### config.mk
export PLATFORM = sky130hd
export DESIGN_NAME = adc_frame_reader
export DESIGN_NICKNAME = d
export VERILOG_FILES = /design/src/rtl/adc_frame_pkg.sv /design/src/rtl/adc_rate_gate.sv /design/src/rtl/adc_sclk_gen.sv /design/src/rtl/adc_shift_capture.sv /design/src/rtl/adc_frame_reader.sv
export SDC_FILE = /design/constraint.sdc
export NUM_CORES = 1
export LEC_CHECK = 0
export BUFFER_PORTS_ARGS = -buffer_cell sky130_fd_sc_hd__buf_2
export CORE_ASPECT_RATIO = 2
export CORE_MARGIN = 2
export CORE_UTILIZATION = 47
export CTS_CLUSTER_SIZE = 20
export DETAILED_ROUTE_END_ITERATION = 10
export GPL_ROUTABILITY_DRIVEN = 0
export HOLD_SLACK_MARGIN = 0.06
export PLACE_DENSITY = 0.74
export SLEW_MARGIN = 10
export SYNTH_ARGS = -nofsm -noshare
export SYNTH_HDL_FRONTEND = slang
export SYNTH_SLANG_ARGS = --single-unit
### constraint.sdc
create_clock -name clk_i -period 3.7 [get_ports clk_i]
set_clock_uncertainty 0.05 [all_clocks]
set_input_delay 0.74 -clock clk_i [delete_from_list [all_inputs] [get_ports clk_i]]
set_output_delay 0.74 -clock clk_i [all_outputs]
set_load 0.01 [all_outputs]
### src/rtl/adc_frame_pkg.sv
package adc_frame_pkg;

  typedef enum logic [1:0] {
    ST_IDLE,
    ST_SETUP,
    ST_SHIFT,
    ST_QUIET
  } rd_state_e;

  function automatic int unsigned max2(int unsigned a, int unsigned b);
    return (a > b) ? a : b;
  endfunction

endpackage

### src/rtl/adc_rate_gate.sv
module adc_rate_gate #(
  parameter int unsigned PERIOD_CYC = 80
) (
  input  logic clk_i,
  input  logic rst_ni,
  input  logic launch_i,
  output logic ready_o
);
  localparam int unsigned PW   = (PERIOD_CYC > 2) ? $clog2(PERIOD_CYC) : 1;
  localparam logic [PW-1:0] LAST = PW'(PERIOD_CYC - 1);

  logic [PW-1:0] per_cnt;

  always_ff @(posedge clk_i or negedge rst_ni) begin
    if (!rst_ni)              per_cnt <= LAST;
    else if (launch_i)        per_cnt <= '0;
    else if (per_cnt != LAST) per_cnt <= per_cnt + 1'b1;
  end

  assign ready_o = (per_cnt == LAST);

  // period of at least two cycles: a launch is never followed by another at once
  p_no_back_to_back_r8: assert property (@(posedge clk_i) disable iff (!rst_ni)
    launch_i |=> !ready_o);

endmodule

### src/rtl/adc_sclk_gen.sv
module adc_sclk_gen #(
  parameter int unsigned HALF_CYC = 2
) (
  input  logic clk_i,
  input  logic rst_ni,
  input  logic load_i,   // drop sclk now, first low half begins
  input  logic en_i,     // frame in progress
  input  logic hold_i,   // last bit: keep sclk high at end of its high half
  output logic sclk_o,
  output logic rise_o,
  output logic fall_o
);
  localparam int unsigned HW = (HALF_CYC > 1) ? $clog2(HALF_CYC) : 1;
  localparam logic [HW-1:0] HLAST = HW'(HALF_CYC - 1);

  logic [HW-1:0] hcnt;
  logic          sclk_q;
  logic          half_end;

  assign half_end = (hcnt == HLAST);
  assign rise_o   = en_i & half_end & ~sclk_q;
  assign fall_o   = en_i & half_end & sclk_q;
  assign sclk_o   = sclk_q;

  always_ff @(posedge clk_i or negedge rst_ni) begin
    if (!rst_ni) begin
      sclk_q <= 1'b1;
      hcnt   <= '0;
    end else if (load_i) begin
      sclk_q <= 1'b0;
      hcnt   <= '0;
    end else if (en_i) begin
      if (half_end) begin
        hcnt <= '0;
        if (!sclk_q || !hold_i) sclk_q <= ~sclk_q;
      end else begin
        hcnt <= hcnt + 1'b1;
      end
    end else begin
      sclk_q <= 1'b1;
      hcnt   <= '0;
    end
  end

  p_fall_source_r3: assert property (@(posedge clk_i) disable iff (!rst_ni)
    $fell(sclk_o) |-> ($past(load_i) || $past(fall_o)));

  p_rise_follows_r3: assert property (@(posedge clk_i) disable iff (!rst_ni)
    rise_o |=> sclk_o);

endmodule

### src/rtl/adc_shift_capture.sv
module adc_shift_capture #(
  parameter int unsigned WIDTH = 16
) (
  input  logic             clk_i,
  input  logic             rst_ni,
  input  logic             shift_i,
  input  logic             sdata_i,
  output logic [WIDTH-1:0] word_o
);
  always_ff @(posedge clk_i or negedge rst_ni) begin
    if (!rst_ni)      word_o <= '0;
    else if (shift_i) word_o <= {word_o[WIDTH-2:0], sdata_i};
  end
endmodule

### src/rtl/adc_frame_reader.sv
module adc_frame_reader
  import adc_frame_pkg::*;
#(
  parameter int unsigned SCLK_HALF_CYC = 2,
  parameter int unsigned CS_SETUP_CYC  = 2,
  parameter int unsigned QUIET_CYC     = 3,
  parameter int unsigned PERIOD_CYC    = 80,
  parameter int unsigned LEAD_BITS     = 4,
  parameter int unsigned DATA_BITS     = 12
) (
  input  logic                 clk_i,
  input  logic                 rst_ni,
  input  logic                 free_run_i,
  input  logic                 start_i,
  input  logic                 sdata_i,
  output logic                 cs_no,
  output logic                 sclk_o,
  output logic [DATA_BITS-1:0] result_o,
  output logic                 valid_o,
  output logic                 frame_err_o
);
  localparam int unsigned FRAME_BITS = LEAD_BITS + DATA_BITS;
  localparam int unsigned BW         = $clog2(FRAME_BITS);
  localparam int unsigned HALF_EFF   = max2(SCLK_HALF_CYC, 1);
  localparam int unsigned SETUP_EFF  = max2(CS_SETUP_CYC, 1);
  localparam int unsigned QUIET_EFF  = max2(QUIET_CYC, 1);
  localparam int unsigned FRAME_MIN  = SETUP_EFF + 2 * FRAME_BITS * HALF_EFF + QUIET_EFF + 1;
  localparam int unsigned PERIOD_EFF = max2(PERIOD_CYC, FRAME_MIN);
  localparam int unsigned CW         = $clog2(max2(SETUP_EFF, QUIET_EFF) + 1);
  localparam logic [CW-1:0] SETUP_LAST = CW'(SETUP_EFF - 1);
  localparam logic [CW-1:0] QUIET_LAST = CW'(QUIET_EFF - 1);
  localparam logic [BW-1:0] BIT_LAST   = BW'(FRAME_BITS - 1);

  rd_state_e             state_q;
  logic [CW-1:0]         cnt_q;
  logic [BW-1:0]         bit_q;
  logic                  cs_q;
  logic                  ready;
  logic                  launch;
  logic                  setup_done;
  logic                  sclk_en;
  logic                  last_bit;
  logic                  rise;
  logic                  fall;
  logic [FRAME_BITS-1:0] word;

  assign launch     = (state_q == ST_IDLE) && ready && (free_run_i || start_i);
  assign setup_done = (state_q == ST_SETUP) && (cnt_q == SETUP_LAST);
  assign sclk_en    = (state_q == ST_SHIFT);
  assign last_bit   = (bit_q == BIT_LAST);

  adc_rate_gate #(.PERIOD_CYC(PERIOD_EFF)) u_rate (
    .clk_i   (clk_i),
    .rst_ni  (rst_ni),
    .launch_i(launch),
    .ready_o (ready)
  );

  adc_sclk_gen #(.HALF_CYC(HALF_EFF)) u_sclk (
    .clk_i (clk_i),
    .rst_ni(rst_ni),
    .load_i(setup_done),
    .en_i  (sclk_en),
    .hold_i(last_bit),
    .sclk_o(sclk_o),
    .rise_o(rise),
    .fall_o(fall)
  );

  adc_shift_capture #(.WIDTH(FRAME_BITS)) u_cap (
    .clk_i  (clk_i),
    .rst_ni (rst_ni),
    .shift_i(rise),
    .sdata_i(sdata_i),
    .word_o (word)
  );

  always_ff @(posedge clk_i or negedge rst_ni) begin
    if (!rst_ni) begin
      state_q     <= ST_IDLE;
      cnt_q       <= '0;
      bit_q       <= '0;
      cs_q        <= 1'b1;
      result_o    <= '0;
      valid_o     <= 1'b0;
      frame_err_o <= 1'b0;
    end else begin
      valid_o     <= 1'b0;
      frame_err_o <= 1'b0;
      case (state_q)
        ST_IDLE: begin
          if (launch) begin
            state_q <= ST_SETUP;
            cs_q    <= 1'b0;
            cnt_q   <= '0;
          end
        end
        ST_SETUP: begin
          if (setup_done) begin
            state_q <= ST_SHIFT;
            bit_q   <= '0;
          end else begin
            cnt_q <= cnt_q + 1'b1;
          end
        end
        ST_SHIFT: begin
          if (fall) begin
            if (last_bit) begin
              state_q     <= ST_QUIET;
              cs_q        <= 1'b1;
              cnt_q       <= '0;
              valid_o     <= 1'b1;
              result_o    <= word[DATA_BITS-1:0];
              frame_err_o <= |word[FRAME_BITS-1:DATA_BITS];
            end else begin
              bit_q <= bit_q + 1'b1;
            end
          end
        end
        ST_QUIET: begin
          if (cnt_q == QUIET_LAST) state_q <= ST_IDLE;
          else                     cnt_q   <= cnt_q + 1'b1;
        end
        default: state_q <= ST_IDLE;
      endcase
    end
  end

  assign cs_no = cs_q;

  p_sclk_idle_high_r3: assert property (@(posedge clk_i) disable iff (!rst_ni)
    cs_no |-> sclk_o);

  p_setup_clock_high_r2: assert property (@(posedge clk_i) disable iff (!rst_ni)
    $fell(cs_no) |-> sclk_o);

  p_valid_on_cs_rise_r5: assert property (@(posedge clk_i) disable iff (!rst_ni)
    valid_o |-> $rose(cs_no));

  p_err_with_valid_r6: assert property (@(posedge clk_i) disable iff (!rst_ni)
    frame_err_o |-> valid_o);

  p_quiet_after_frame_r7: assert property (@(posedge clk_i) disable iff (!rst_ni)
    $rose(cs_no) |=> cs_no);

endmodule

# Word level (Yosys, flattened, before mapping)
# Cells that the tools add are included.
totals:
  output_inout_bits: 16
  inputBits: 5
  wordCells: 90
  register_bits: 48
classes:
  n_reduce_logical: 18
  bitwise: 4
  eq_ne: 18
  addsub: 4
  mux: 35
op_table:
  columns: ["op", "count"]
  rows:
  - ["$mux 2", 10]
  - ["$mux 1", 16]
  - ["$ne 2x2->1 const B", 8]
  - ["$pmux 2 s4", 2]
  - ["$mux 7", 2]
  - ["$mux 4", 3]
  - ["$reduce_and 5->1", 2]
  - ["$pmux 4 s2", 1]
  - ["$reduce_and 4->1", 2]
  - ["$add 7x1->7 const B", 1]
  - ["$eq 7x7->1 const B", 1]
  - ["$ne 7x7->1 const B", 1]
  - ["$eq 2x2->1 const B", 3]
  - ["$ne 3x3->1 const B", 2]
  - ["$reduce_bool 2->1", 3]
  - ["$add 4x1->4 const B", 1]
  - ["$eq 2x1->1 const B", 2]
  - ["$eq 4x4->1 const B", 1]
  - ["$reduce_or 4->1", 1]
  - ["$and 1x1->1", 3]
  - ["$logic_and 1x1->1", 3]
  - ["$reduce_and 3->1", 1]
  - ["$add 2x1->2 const B", 1]
  - ["$logic_not 1->1", 2]
  - ["6 further kinds", 7]

# Logic depth before layout (Yosys ltp)
depth:
  word_depth: 7
  mapped_depth: 7
  mapped_depth_nobuf: 6

# Hierarchy
# Synthesis repeated with hierarchy kept, for this count alone.
unflattened:
  hier_cells: 178
  hier_area_um2: 2333.5
modules_own_cells:
  columns: ["module", "n_inst", "area_each_um2", "cells_per_inst"]
  rows:
  - ["adc_frame_reader", 1, 1199.9, 100]
  - ["adc_shift_capture", 1, 649.4, 34]
  - ["adc_rate_gate", 1, 377.9, 35]
  - ["adc_sclk_gen", 1, 106.4, 9]

# Worst setup path after synthesis
# OpenSTA, ideal clock, no wires.
synth_timing:
  path_kind: "register -> register"
  start: "reg u_rate.per_cnt[0]"
  end: "reg state_q[1]"
  t_arrival_ns: 1.595
  stages_incl_launch_ff: 6
  setup_slack_ns: 1.930
  required_ns: 3.525
  period_less_slack_ns: 1.770
  path_cell_list: "dfstp_2 > ha_1 > nand3_2 > o41ai_4 > nand3_2 > mux2_4"
synth_between:
  elab_chain_cells: 5
synth_lines:
  columns: ["element", "line", "source"]
  rows:
  - ["from (decl)", "adc_rate_gate.sv:12", "logic [PW-1:0] per_cnt;"]
  - ["from (signal assigned)", "adc_rate_gate.sv:17", "else if (per_cnt != LAST) per_cnt <= per_cnt + 1'b1;"]
  - ["$eq 7x7->1", "adc_rate_gate.sv:20", "assign ready_o = (per_cnt == LAST);"]
  - ["$logic_and 1x1->1 (2 in series)", "adc_frame_reader.sv:47", "assign launch = (state_q == ST_IDLE) && ready && (free_run_i || start_i);"]
  - ["$ne 2x2->1 (no line)", null, null]
  - ["$reduce_and 5->1 (no line)", null, null]
  - ["to (signal assigned)", "adc_frame_reader.sv:80", "state_q <= ST_IDLE;"]
  - ["to (signal assigned)", "adc_frame_reader.sv:93", "state_q <= ST_SETUP;"]
  - ["to (signal assigned)", "adc_frame_reader.sv:100", "state_q <= ST_SHIFT;"]
  - ["to (decl)", "adc_frame_reader.sv:34", "rd_state_e state_q;"]
# Every way passes these cells.
# A chain may end at the register's enable or synchronous reset.

# Final worst setup path
layout_timing:
  start: "reg state_q[0]"
  end: "reg result_o[8]"
layout_between:
  elab_chain_cells: 4
layout_lines:
  columns: ["element", "line", "source"]
  rows:
  - ["$eq 2x2->1 *", "adc_frame_reader.sv:49", "assign sclk_en = (state_q == ST_SHIFT);"]
  - ["net sclk_en", "adc_frame_reader.sv:41", "logic sclk_en;"]
  - ["$and 1x1->1 (2 in series)", "adc_sclk_gen.sv:22", "assign fall_o = en_i & half_end & sclk_q;"]
  - ["$reduce_and 3->1 (no line) *", null, null]
  - ["to (signal assigned)", "adc_frame_reader.sv:113", "result_o <= word[DATA_BITS-1:0];"]
  - ["to (decl)", "adc_frame_reader.sv:18", "output logic [DATA_BITS-1:0] result_o,"]
# Mark *: on every way through the listed nets, which the timed path passes. The rest lies on a longest branch.

==> results.ini <==
[sta]
tightestPinTransition_ps=1017
setup_slack_ps=1404
fin_crit_ps=2296
drv_slew=0
grt_setup_unrepaired=no
max_freq_mhz=435.5
setup_tns_ps=0
max_slew_margin_pct=32.21
timing.final.crit_share_pct=62.06
hold_viol=0
finalSetupViolCount=0

[final_layout]
num-fill-cells=439
fin_util_pct=53.21
n_antenna_cell=0
syn_to_final_growth_pct=10.81
drive_gt1_share_pct=37.63
nets=206
post-route-cell-area_um2=2424

[synthesis]
synth-seq-cells=48
yosys-top-cells-count=41 x dfrtp_1, 29 x mux2_2, 11 x nand2_1
synth_adder_area_share_pct=4.577
yosys.area_share.simple_pct=12.24
synthTopCellsByArea=dfrtp_1 47%, mux2_2 15%, dfstp_2 8.4%, ha_1 4.6%, nand2_1 1.9%
synth_mux_area_share_pct=17.45
synth_top_family_by_area=multiplexers
synth_area_um2=2187
synth_edf_count=0
synth-compound-area-share_pct=7.265
async_flop_share_pct=100.0
synth_cells=170
ys_seq_area_share_pct=55.32
synthDominantCellAreaShare_pct=46.91
synth_area_leader_cell=dfrtp_1
syn_area_per_cell_um2=12.87
yosysMostFrequentCell=dfrtp_1
syn-num-nets=183
synth_warnings=0
synth_cell_types=40
synth-xor-area-share_pct=1.201
synthFlopType=dfrtp_1

[clock_network]
cts-root-buf=clkbuf_8
cts-resized-gates=0
cts_made_buffers=5
numClockSinks=48
clk_latency_ps=300
cts.reportedPaths.clkPinSlew_ps=90
clock_path_buffers=2
postCtsSetupBuffers=0
postCtsHoldBufs=0
cts_tree=done
htreeDepth=2

[setup_path]
crit_path_end=result_o[8]
critPathKind=flip-flop to flip-flop
crit_chain=inv_1, ha_1, nand3_1, nor2_2, mux2_2
reg2regPathDepth=5
cp_slowest_cell=nor2_2
reg2reg_slack_ps=1400
critPathRequiredTime_ps=3850
critPathMaxFanout=15
path_buf_inv=1
path_depth=5
startpoint_type=flip-flop
r2r-end=result_o[8]
slowest_delay_ps=550
path_delay_family=simple AND/OR/NAND/NOR gates
cp-end-kind=flip-flop
timing.rr.start=state_q[0]
arrival_ps=2440
crit_path_start=state_q[0]

[die]
die_w_um=52.24
die_h_um=100.5
core_um2=4554
initial_core_util_pct=48.02
die-area_um2=5248
pin_count=21
row_count=35

[grt]
grt_overflow_total=0
antenna_found_initial=0
grt_pass1_vias=1354
grt_max_degree=49
grt_pass1_wl_mm=5.968
grt_usage_pct=14.97

[detailed_routing]
drc=0
routed_wl_mm=3.437
num_vias=1351
dr.pass1.iters=4
drt_iter0_drc=21
wl_per_cell_um=13.80
final_antenna_net_count=0
via_per_inst=5.426

[place]
dpl_cell_area_um2=2336
detailed_place_hpwl_mm=2.499
dpl_worst_slack_ps=1370
portBuffers=20

[status]
status=complete, no violations

[power_and_ir_drop]
p_leak_nw=1.211
ir_worst_vdd_mv=0.4094
pwr_density_cell_nw_per_um2=354.7

[worst_hold_path]
holdPathStages=2
min_path_type=flip-flop to flip-flop

[flow_run]
maxCapViolCount=0

==> per-layer routing <==
layer | vias to the layer above | wire length, µm | track usage, %
met5 | - | 0 | 0
met2 | 21 | 1827 | 25.02
met3 | 6 | 149 | 3.412
met1 | 671 | 1397 | 18.37
li1 | 653 | - | -
met4 | 0 | 64 | 5.917
==> flip-flops by register name (all words and copies together) (netlist names) <==
signal and cells:
bit_q 4, cnt_q 2, cs_no 1, frame_err_o 1, result_o 12, state_q 2
u_cap.word_o 16, u_rate.per_cnt 7, u_sclk.half_end 1, u_sclk.sclk_o 1, valid_o 1
==> cells in the final DEF, fill, tap and decap left out, types with 2 or more instances in the layout <==
cell | synthesis | final
ha_1 | 8 | 8
inv_1 | 6 | 6
and4b_1 | 2 | 2
o21ai_0 | 4 | 4
mux2i_1 | 4 | 4
nand3_1 | 7 | 7
nor4_1 | 2 | 2
dfrtp_1 | 41 | 41
nor3_1 | 4 | 4
a21oi_1 | 4 | 4
xnor2_1 | 2 | 2
mux2_2 | 29 | 29
nand3_2 | 2 | 2
a31oi_1 | 2 | 2
nand2_1 | 11 | 11
and3_1 | 3 | 3
buf_2 | 1 | 20
a22o_1 | 3 | 3
dfstp_2 | 7 | 7
clkbuf_8 | 0 | 5
clkinv_2 | 0 | 2
nor2_1 | 7 | 7
==> final cells by class <==
cell class / instances / area, µm² / area share (%)
flip-flops and latches: 48 / 1210 / 49.92
multi-input cells: 112 / 934.6 / 38.56
well taps: 55 / 68.82 / 2.839
inverters: 6 / 22.52 / 0.9293
clock inverters: 3 / 18.77 / 0.7744
repair buffers: 20 / 100.1 / 4.130
clock buffers: 5 / 68.82 / 2.839
==> worst reg2reg max path, cell delays in order, from the launching register on <==
cell	delay, ps
dfrtp_1	420
inv_1	120
ha_1	460
nand3_1	190
nor2_2	550
mux2_2	410
==> where the power goes <==
group / switching, mW / internal (mW)
clock: 0.171 / 0.132
combinational: 0.0121 / 0.00732
sequential: 0.00520 / 0.532
total: 0.189 / 0.671
==> cells by family (layout without fill, tap and decap cells) <==
| logic type | after synthesis | in the layout |
|---|---|---|
| AO/OA/AOI/OAI | 20 | 20 |
| XOR/XNOR | 3 | 3 |
| adder cells (fa/ha/maj) | 8 | 8 |
| buffers and inverters | 10 | 34 |
| flip-flops | 48 | 48 |
| multiplexers | 34 | 34 |
| AND/OR/NAND/NOR | 47 | 47 |
==> metrics by stage <==
step           total power, mW  hold WS, ps  cells
2_1_floorplan           0.5528        394.4    170
3_3_place_gp            0.5670        429.4    241
3_5_place_dp            0.5678        427.7    241
4_1_cts                 0.8694        443.4    249
5_1_grt                 0.8923        471.8    249
6_report                0.8595        443.2    249
==> worst min path at each step <==
stage / start / end / slack [ps]
2_1_floorplan: rst_ni / bit_q[0] / 390
3_3_place_gp: u_rate.per_cnt[1] / u_rate.per_cnt[1] / 430
3_5_place_dp: u_rate.per_cnt[1] / u_rate.per_cnt[1] / 430
4_1_cts: u_rate.per_cnt[1] / u_rate.per_cnt[1] / 440
5_1_grt: u_rate.per_cnt[1] / u_rate.per_cnt[1] / 470
6_report: u_rate.per_cnt[1] / u_rate.per_cnt[1] / 440
No activity file was read; power rests on OpenSTA's default activity.
